--- config.mk ---
export PLATFORM = sky130hd
export DESIGN_NAME = crystal_wdt
export DESIGN_NICKNAME = d
export VERILOG_FILES = /design/src/rtl/wdt_pkg.sv /design/src/rtl/wdt_timeout_ctr.sv /design/src/rtl/wdt_reset_seq.sv /design/src/rtl/wdt_status.sv /design/src/rtl/crystal_wdt.sv
export SDC_FILE = /design/constraint.sdc
export NUM_CORES = 1
export LEC_CHECK = 0
export BUFFER_PORTS_ARGS = -buffer_cell sky130_fd_sc_hd__buf_4
export CORE_MARGIN = 1.5
export CORE_UTILIZATION = 30
export DETAILED_ROUTE_END_ITERATION = 10
export PLACE_DENSITY = 0.46
export SETUP_SLACK_MARGIN = 0.15
export SLEW_MARGIN = 20
export SYNTH_ARGS = -nofsm -noshare
export SYNTH_HDL_FRONTEND = slang
export SYNTH_HIERARCHICAL = 1
export SYNTH_SLANG_ARGS = --single-unit
--- constraint.sdc ---
create_clock -name clk -period 3.1 [get_ports clk]
set_clock_uncertainty 0.2 [all_clocks]
set_input_delay 0.62 -clock clk [delete_from_list [all_inputs] [get_ports clk]]
set_output_delay 0.62 -clock clk [all_outputs]
set_load 0.1 [all_outputs]
--- src/rtl/wdt_pkg.sv ---
package wdt_pkg;

   typedef enum logic [1:0] {
      PM_RUN   = 2'b00,
      PM_LCD   = 2'b01,
      PM_SLEEP = 2'b10
   } pwr_mode_e;

   typedef enum logic {
      PH_COUNT = 1'b0,
      PH_HOLD  = 1'b1
   } wdt_phase_e;

endpackage

--- src/rtl/wdt_timeout_ctr.sv ---
module wdt_timeout_ctr #(
   parameter int TIMEOUT   = 49152,
   parameter int WARN_LEAD = 33
) (
   input  logic clk,
   input  logic rst_n,
   input  logic tick,
   input  logic restart,
   input  logic active,
   input  logic warn_ie,
   output logic ovf,
   output logic warn_irq
);

   localparam int CNT_W = $clog2(TIMEOUT);
   localparam logic [CNT_W-1:0] LAST = CNT_W'(TIMEOUT - 1);

   logic [CNT_W-1:0] cnt;
   logic             at_end;

   assign at_end = (cnt == LAST);
   assign ovf    = active & ~restart & tick & at_end;

   always_ff @(posedge clk or negedge rst_n) begin
      if (!rst_n)                         cnt <= '0;
      else if (!active || restart || ovf) cnt <= '0;
      else if (tick)                      cnt <= cnt + 1'b1;
   end

   generate
      if (WARN_LEAD == 0) begin : g_no_warn
         assign warn_irq = 1'b0;
      end else begin : g_warn
         localparam logic [CNT_W-1:0] WARN_AT = CNT_W'(TIMEOUT - WARN_LEAD);
         assign warn_irq = warn_ie & active & (cnt >= WARN_AT);
      end
   endgenerate

   p_restart_zero_r3: assert property (@(posedge clk) disable iff (!rst_n)
      restart |=> (cnt == '0));
   p_count_range_r2: assert property (@(posedge clk) disable iff (!rst_n)
      cnt <= LAST);
   p_tick_advance_r2: assert property (@(posedge clk) disable iff (!rst_n)
      (active && !restart && tick && !at_end) |=> (cnt == $past(cnt) + 1'b1));
   p_idle_stable_r2: assert property (@(posedge clk) disable iff (!rst_n)
      (active && !restart && !tick) |=> $stable(cnt));

endmodule

--- src/rtl/wdt_reset_seq.sv ---
module wdt_reset_seq
   import wdt_pkg::*;
#(
   parameter int HOLD = 4100
) (
   input  logic clk,
   input  logic rst_n,
   input  logic tick,
   input  logic ovf,
   output logic hold_req,
   output logic start_pulse
);

   localparam int HOLD_W = $clog2(HOLD);
   localparam logic [HOLD_W-1:0] HLAST = HOLD_W'(HOLD - 1);

   wdt_phase_e       phase;
   logic [HOLD_W-1:0] hcnt;
   logic             start_q;

   always_ff @(posedge clk or negedge rst_n) begin
      if (!rst_n) begin
         phase   <= PH_COUNT;
         hcnt    <= '0;
         start_q <= 1'b0;
      end else begin
         start_q <= 1'b0;
         unique case (phase)
            PH_COUNT: begin
               if (ovf) begin
                  phase <= PH_HOLD;
                  hcnt  <= '0;
               end
            end
            PH_HOLD: begin
               if (tick) begin
                  if (hcnt == HLAST) begin
                     phase   <= PH_COUNT;
                     start_q <= 1'b1;
                  end else begin
                     hcnt <= hcnt + 1'b1;
                  end
               end
            end
            default: phase <= PH_COUNT;
         endcase
      end
   end

   assign hold_req    = (phase == PH_HOLD);
   assign start_pulse = start_q;

   p_hold_on_ovf_r5: assert property (@(posedge clk) disable iff (!rst_n)
      ovf |=> hold_req);
   p_hold_no_tick_r5: assert property (@(posedge clk) disable iff (!rst_n)
      (hold_req && !tick) |=> hold_req);
   p_start_edge_r6: assert property (@(posedge clk) disable iff (!rst_n)
      start_pulse |-> (!hold_req && $past(hold_req)));
   p_start_single_r6: assert property (@(posedge clk) disable iff (!rst_n)
      start_pulse |=> !start_pulse);

endmodule

--- src/rtl/wdt_status.sv ---
module wdt_status (
   input  logic clk,
   input  logic rst_n,
   input  logic set,
   input  logic clr,
   output logic flag
);

   always_ff @(posedge clk or negedge rst_n) begin
      if (!rst_n)   flag <= 1'b0;
      else if (set) flag <= 1'b1;
      else if (clr) flag <= 1'b0;
   end

   p_set_wins_r7: assert property (@(posedge clk) disable iff (!rst_n)
      set |=> flag);
   p_sticky_r7: assert property (@(posedge clk) disable iff (!rst_n)
      (!set && !clr) |=> $stable(flag));
   p_clear_r8: assert property (@(posedge clk) disable iff (!rst_n)
      (clr && !set) |=> !flag);

endmodule

--- src/rtl/crystal_wdt.sv ---
module crystal_wdt
   import wdt_pkg::*;
#(
   parameter int TIMEOUT_TICKS   = 49152,
   parameter int WARN_LEAD_TICKS = 33,
   parameter int HOLD_TICKS      = 4100
) (
   input  logic       clk,
   input  logic       rst_n,
   input  logic       rtc_tick,
   input  logic       rst_pin,
   input  logic       wake,
   input  logic       dbg_en,
   input  logic       strap_off,
   input  logic       refresh_wr,
   input  logic       flag_clr_wr,
   input  logic       warn_ie,
   input  logic [1:0] pwr_mode,
   output logic       chip_rst_req,
   output logic       cpu_start,
   output logic       ovf_flag,
   output logic       warn_irq
);

   generate
      if (TIMEOUT_TICKS < 2) begin : g_bad_timeout
         $error("TIMEOUT_TICKS must be at least 2");
      end
      if (WARN_LEAD_TICKS < 0 || WARN_LEAD_TICKS >= TIMEOUT_TICKS) begin : g_bad_lead
         $error("WARN_LEAD_TICKS must lie in [0, TIMEOUT_TICKS)");
      end
      if (HOLD_TICKS < 2) begin : g_bad_hold
         $error("HOLD_TICKS must be at least 2");
      end
   endgenerate

   logic wdt_off;
   logic restart;
   logic active;
   logic ovf;
   logic hold;
   logic flag_clr;

   assign wdt_off  = dbg_en | strap_off;
   assign restart  = refresh_wr | ~wake | wdt_off | rst_pin;
   assign active   = ~hold;
   assign flag_clr = flag_clr_wr | rst_pin | (pwr_mode == PM_SLEEP);

   wdt_timeout_ctr #(
      .TIMEOUT   (TIMEOUT_TICKS),
      .WARN_LEAD (WARN_LEAD_TICKS)
   ) u_ctr (
      .clk      (clk),
      .rst_n    (rst_n),
      .tick     (rtc_tick),
      .restart  (restart),
      .active   (active),
      .warn_ie  (warn_ie),
      .ovf      (ovf),
      .warn_irq (warn_irq)
   );

   wdt_reset_seq #(
      .HOLD (HOLD_TICKS)
   ) u_seq (
      .clk         (clk),
      .rst_n       (rst_n),
      .tick        (rtc_tick),
      .ovf         (ovf),
      .hold_req    (hold),
      .start_pulse (cpu_start)
   );

   wdt_status u_flag (
      .clk  (clk),
      .rst_n(rst_n),
      .set  (ovf),
      .clr  (flag_clr),
      .flag (ovf_flag)
   );

   assign chip_rst_req = hold;

   p_off_no_reset_r10: assert property (@(posedge clk) disable iff (!rst_n)
      (wdt_off && !chip_rst_req) |=> !chip_rst_req);
   p_sleepwake_no_reset_r4: assert property (@(posedge clk) disable iff (!rst_n)
      (!wake && !chip_rst_req) |=> !chip_rst_req);
   p_warn_gate_r9: assert property (@(posedge clk) disable iff (!rst_n)
      warn_irq |-> (warn_ie && !chip_rst_req));

endmodule

==> flow_summary_export.csv <==
group,metric,value,unit
run_status,outcome,"finished clean",
clocking,clkSinkCount,32,
clocking,htree_levels,2,
final_layout,fillers,625,
clocking,postCtsResizedCells,0,
setup_path,worstSetupPathType,"reg2out",
clocking,clockBufferDepth,2,
placement,hpwlAfterDp,2960,um
die,fp-row-count,28,
clocking,cts_hold_buf,0,
synth,ys_seq_elements,32,
placement,place_ws,242,ps
clocking,clk_pin_slew_worst_paths,70,ps
sta,fin_ws,508,ps
setup_path,worstPathArrival,1770,ps
routing,drt-met1-wl,2110,um
global_route,antenna_found_initial,0,
routing,met3WireLength,108,um
routing,vias,1558,
synth,syn_inst,204,
setup_path,r2r_slack,640,ps
sta,rsz0062_at_grt,"no",
clocking,clock_latency,280,ps
sta,fin_setup_tns,0,ps
final_layout,syn_to_final_growth,15.7,%
sta,fin_crit_sh,83.6,%
synth,synth_nets,218,
final_layout,final_common_cell,"dfrtp_1",
setup_path,path_max_fanout,5,
sta,min_period,2590,ps
synth,synth_area_leaders,"dfrtp_1, nor2_1, xnor2_1",
routing,dr_wl_met2,2040,um
pwr,p_sw,178,uW
final_layout,drive_above_1_share,18.9,%
routing,wl_per_cell,14.5,um
die,ios,16,
synth,ys_seq_area_share,42.6,%
pwr,leakage,0.000833,uW
clocking,clockRootBuffer,"clkbuf_8",
pwr,clkPwrFrac,47.5,%
pwr,swShare,21.0,%
setup_path,reg2reg_depth,7,
die,initial_utilization,31.3,%
routing,routed.top_layer,"met4",
final_layout,diodes,0,
synth,netlist.area_leader.share,42.6,%
min_path,hp-class,"in2async",
die,die_area,6740,sq um
pwr,power_frac_seq,49.4,%
global_route,grt_max_degree,33,
final_layout,fin_util,36.3,%
clocking,post_cts_buffers,0,
pwr,powerDensity,389,nW/um^2
routing,finalWirelength,4320,um
global_route,grt_pass1_vias,1566,
sta,maxSlewHeadroom,69.0,%
synth,postSynthAreaPerCell,9.21,sq um
final_layout,final_nets,235,
synth,netlist-cell-type-count,49,
die,coreArea,5990,sq um
setup_path,worstReg2RegStart,"u_ctr/cnt[6]$_DFFE_PN0P_",
clocking,cts_tree,"done",
pwr,totalPowerFinal,845,uW
pwr,intPower,667,uW
global_route,grt.total_usage,14.9,%
final_layout,final-instance-count-excl-fill,297,
setup_path,cp-start-kind,"register",
setup_path,end_kind,"output port",
sta,fmax,0.386,GHz
die,die_w,82.1,um
setup_path,crit_end,"warn_irq",
routing,via_per_inst,5.25,
die,die_h,82.1,um
clocking,cts_buffers,5,
routing,dr.pass1.iters,4,
sta,tightest_slew,461,ps
routing,first_iter_violations,85,
sta,drv_slew,0,
global_route,grt_overflow,0,
placement,gp_congestion,0.824,
synth,syn_area,1880,sq um
placement,portBuffers,15,
setup_path,required,2280,ps
setup_path,crit_start,"u_ctr/cnt[0]$_DFFE_PN0P_",
sta,setup_viol,0,
placement,dp_cells,289,
pwr,combPwrFrac,3.0,%
routing,drc,0,
final_layout,layout_common_cells,"dfrtp_1, nor2_1, buf_4",
run,cap_violations,0,
pwr,ir_drop,200,uV
global_route,grt_pass1_wl,7580,um
setup_path,r2r-end,"u_seq/hcnt[12]$_DFFE_PN0P_",
synth,synth_area_leader_cell,"dfrtp_1",
sta,hold_viol_final,0,
routing,postRouteAntennaNets,0,
synth,synth-warning-count,6,
[worst min path at each step]
stage / slack (ps) / cells after the start / end
finish: 60 / 1 / u_ctr/cnt[15]$_DFFE_PN0P_
detailed placement: 280 / 1 / u_flag/flag$_DFFE_PN0P_
global placement: 300 / 1 / u_seq/hcnt[0]$_DFFE_PN0P_
floorplan: 120 / 0 / u_ctr/cnt[0]$_DFFE_PN0P_
global route: 90 / 1 / u_ctr/cnt[15]$_DFFE_PN0P_
CTS: 80 / 1 / u_ctr/cnt[15]$_DFFE_PN0P_
[routing by layer]
layer	track usage [%]	vias to the layer above
met4	5.59	0
met1	19.6	753
met5	0	-
met2	24.1	18
li1	-	780
met3	2.97	7
[registers in the layout, indices dropped and copies added (netlist names)]
register	count
u_seq/hold_req	1
u_seq/hcnt	13
u_ctr/cnt	16
u_flag/flag	1
u_seq/start_pulse	1
[through the flow]
| stage | cell area [sq um] | hold WS (ps) |
|---|---|---|
| 2_1_floorplan | 1880 | 124 |
| 3_3_place_gp | 2070 | 296 |
| 3_5_place_dp | 2070 | 275 |
| 4_1_cts | 2170 | 76.2 |
| 5_1_grt | 2170 | 93.8 |
| 6_report | 2170 | 62.2 |
[cell families (layout without fill, tap and decap cells)]
logic type | Yosys count | after routing | share of synthesized area (%)
AOI/OAI and AO/OA | 43 | 43 | 15.3
xor gates and xnor gates | 10 | 10 | 4.66
adders and majority gates | 2 | 2 | 1.33
buffers and inverters | 18 | 36 | 4.80
DFF | 32 | 32 | 42.6
muxes | 2 | 2 | 1.07
and+or+nand+nor | 97 | 97 | 30.2
[worst max-delay path: stages, from the launching register on]
cell and delay [ps]:
dfrtp_1 410, ha_1 250, nand2_1 180, nor2_1 60, o21ai_0 260, a21oi_2 90, buf_4 230
[power by group through the flow]
stage          clock network [uW]  registers (uW)  logic, uW
4_1_cts                       415             417       27.1
6_report                      401             418       25.7
3_5_place_dp                    0             426       27.2
5_1_grt                       439             417       29.8
2_1_floorplan                   0             426       6.18
3_3_place_gp                    0             426       27.0
[cell type report]
type | count | area (sq um) | area share (%)
well taps | 75 | 93.8 | 4.32
repair buffers | 20 | 150 | 6.91
clock inverters | 2 | 35.0 | 1.61
clock buffers | 6 | 72.6 | 3.34
flip-flops and latches | 32 | 801 | 36.8
inverters | 8 | 30.0 | 1.38
multi-input cells | 154 | 991 | 45.6
[synthesized netlist by cell type, drive strengths merged]
| cell type | count |
|---|---|
| a21o | 2 |
| a21oi | 4 |
| a221o | 1 |
| a31o | 1 |
| a31oi | 6 |
| and2 | 2 |
| and3 | 3 |
| and4 | 2 |
| buf | 6 |
| clkbuf | 4 |
| dfrtp | 32 |
| ha | 2 |
| inv | 8 |
| mux2i | 2 |
| nand2 | 13 |
| nand2b | 3 |
| nand3 | 14 |
| nand3b | 1 |
| nand4 | 6 |
| nor2 | 24 |
| nor2b | 1 |
| nor3 | 4 |
| nor3b | 3 |
| nor4 | 8 |
| o21a | 1 |
| o21ai | 13 |
| o22ai | 2 |
| o31a | 1 |
| o31ai | 10 |
| o41ai | 2 |
| or2 | 2 |
| or2b | 2 |
| or3 | 2 |
| or4 | 7 |
| xnor2 | 9 |
| xor2 | 1 |
Note: power is estimated with default switching activity, not from simulation.
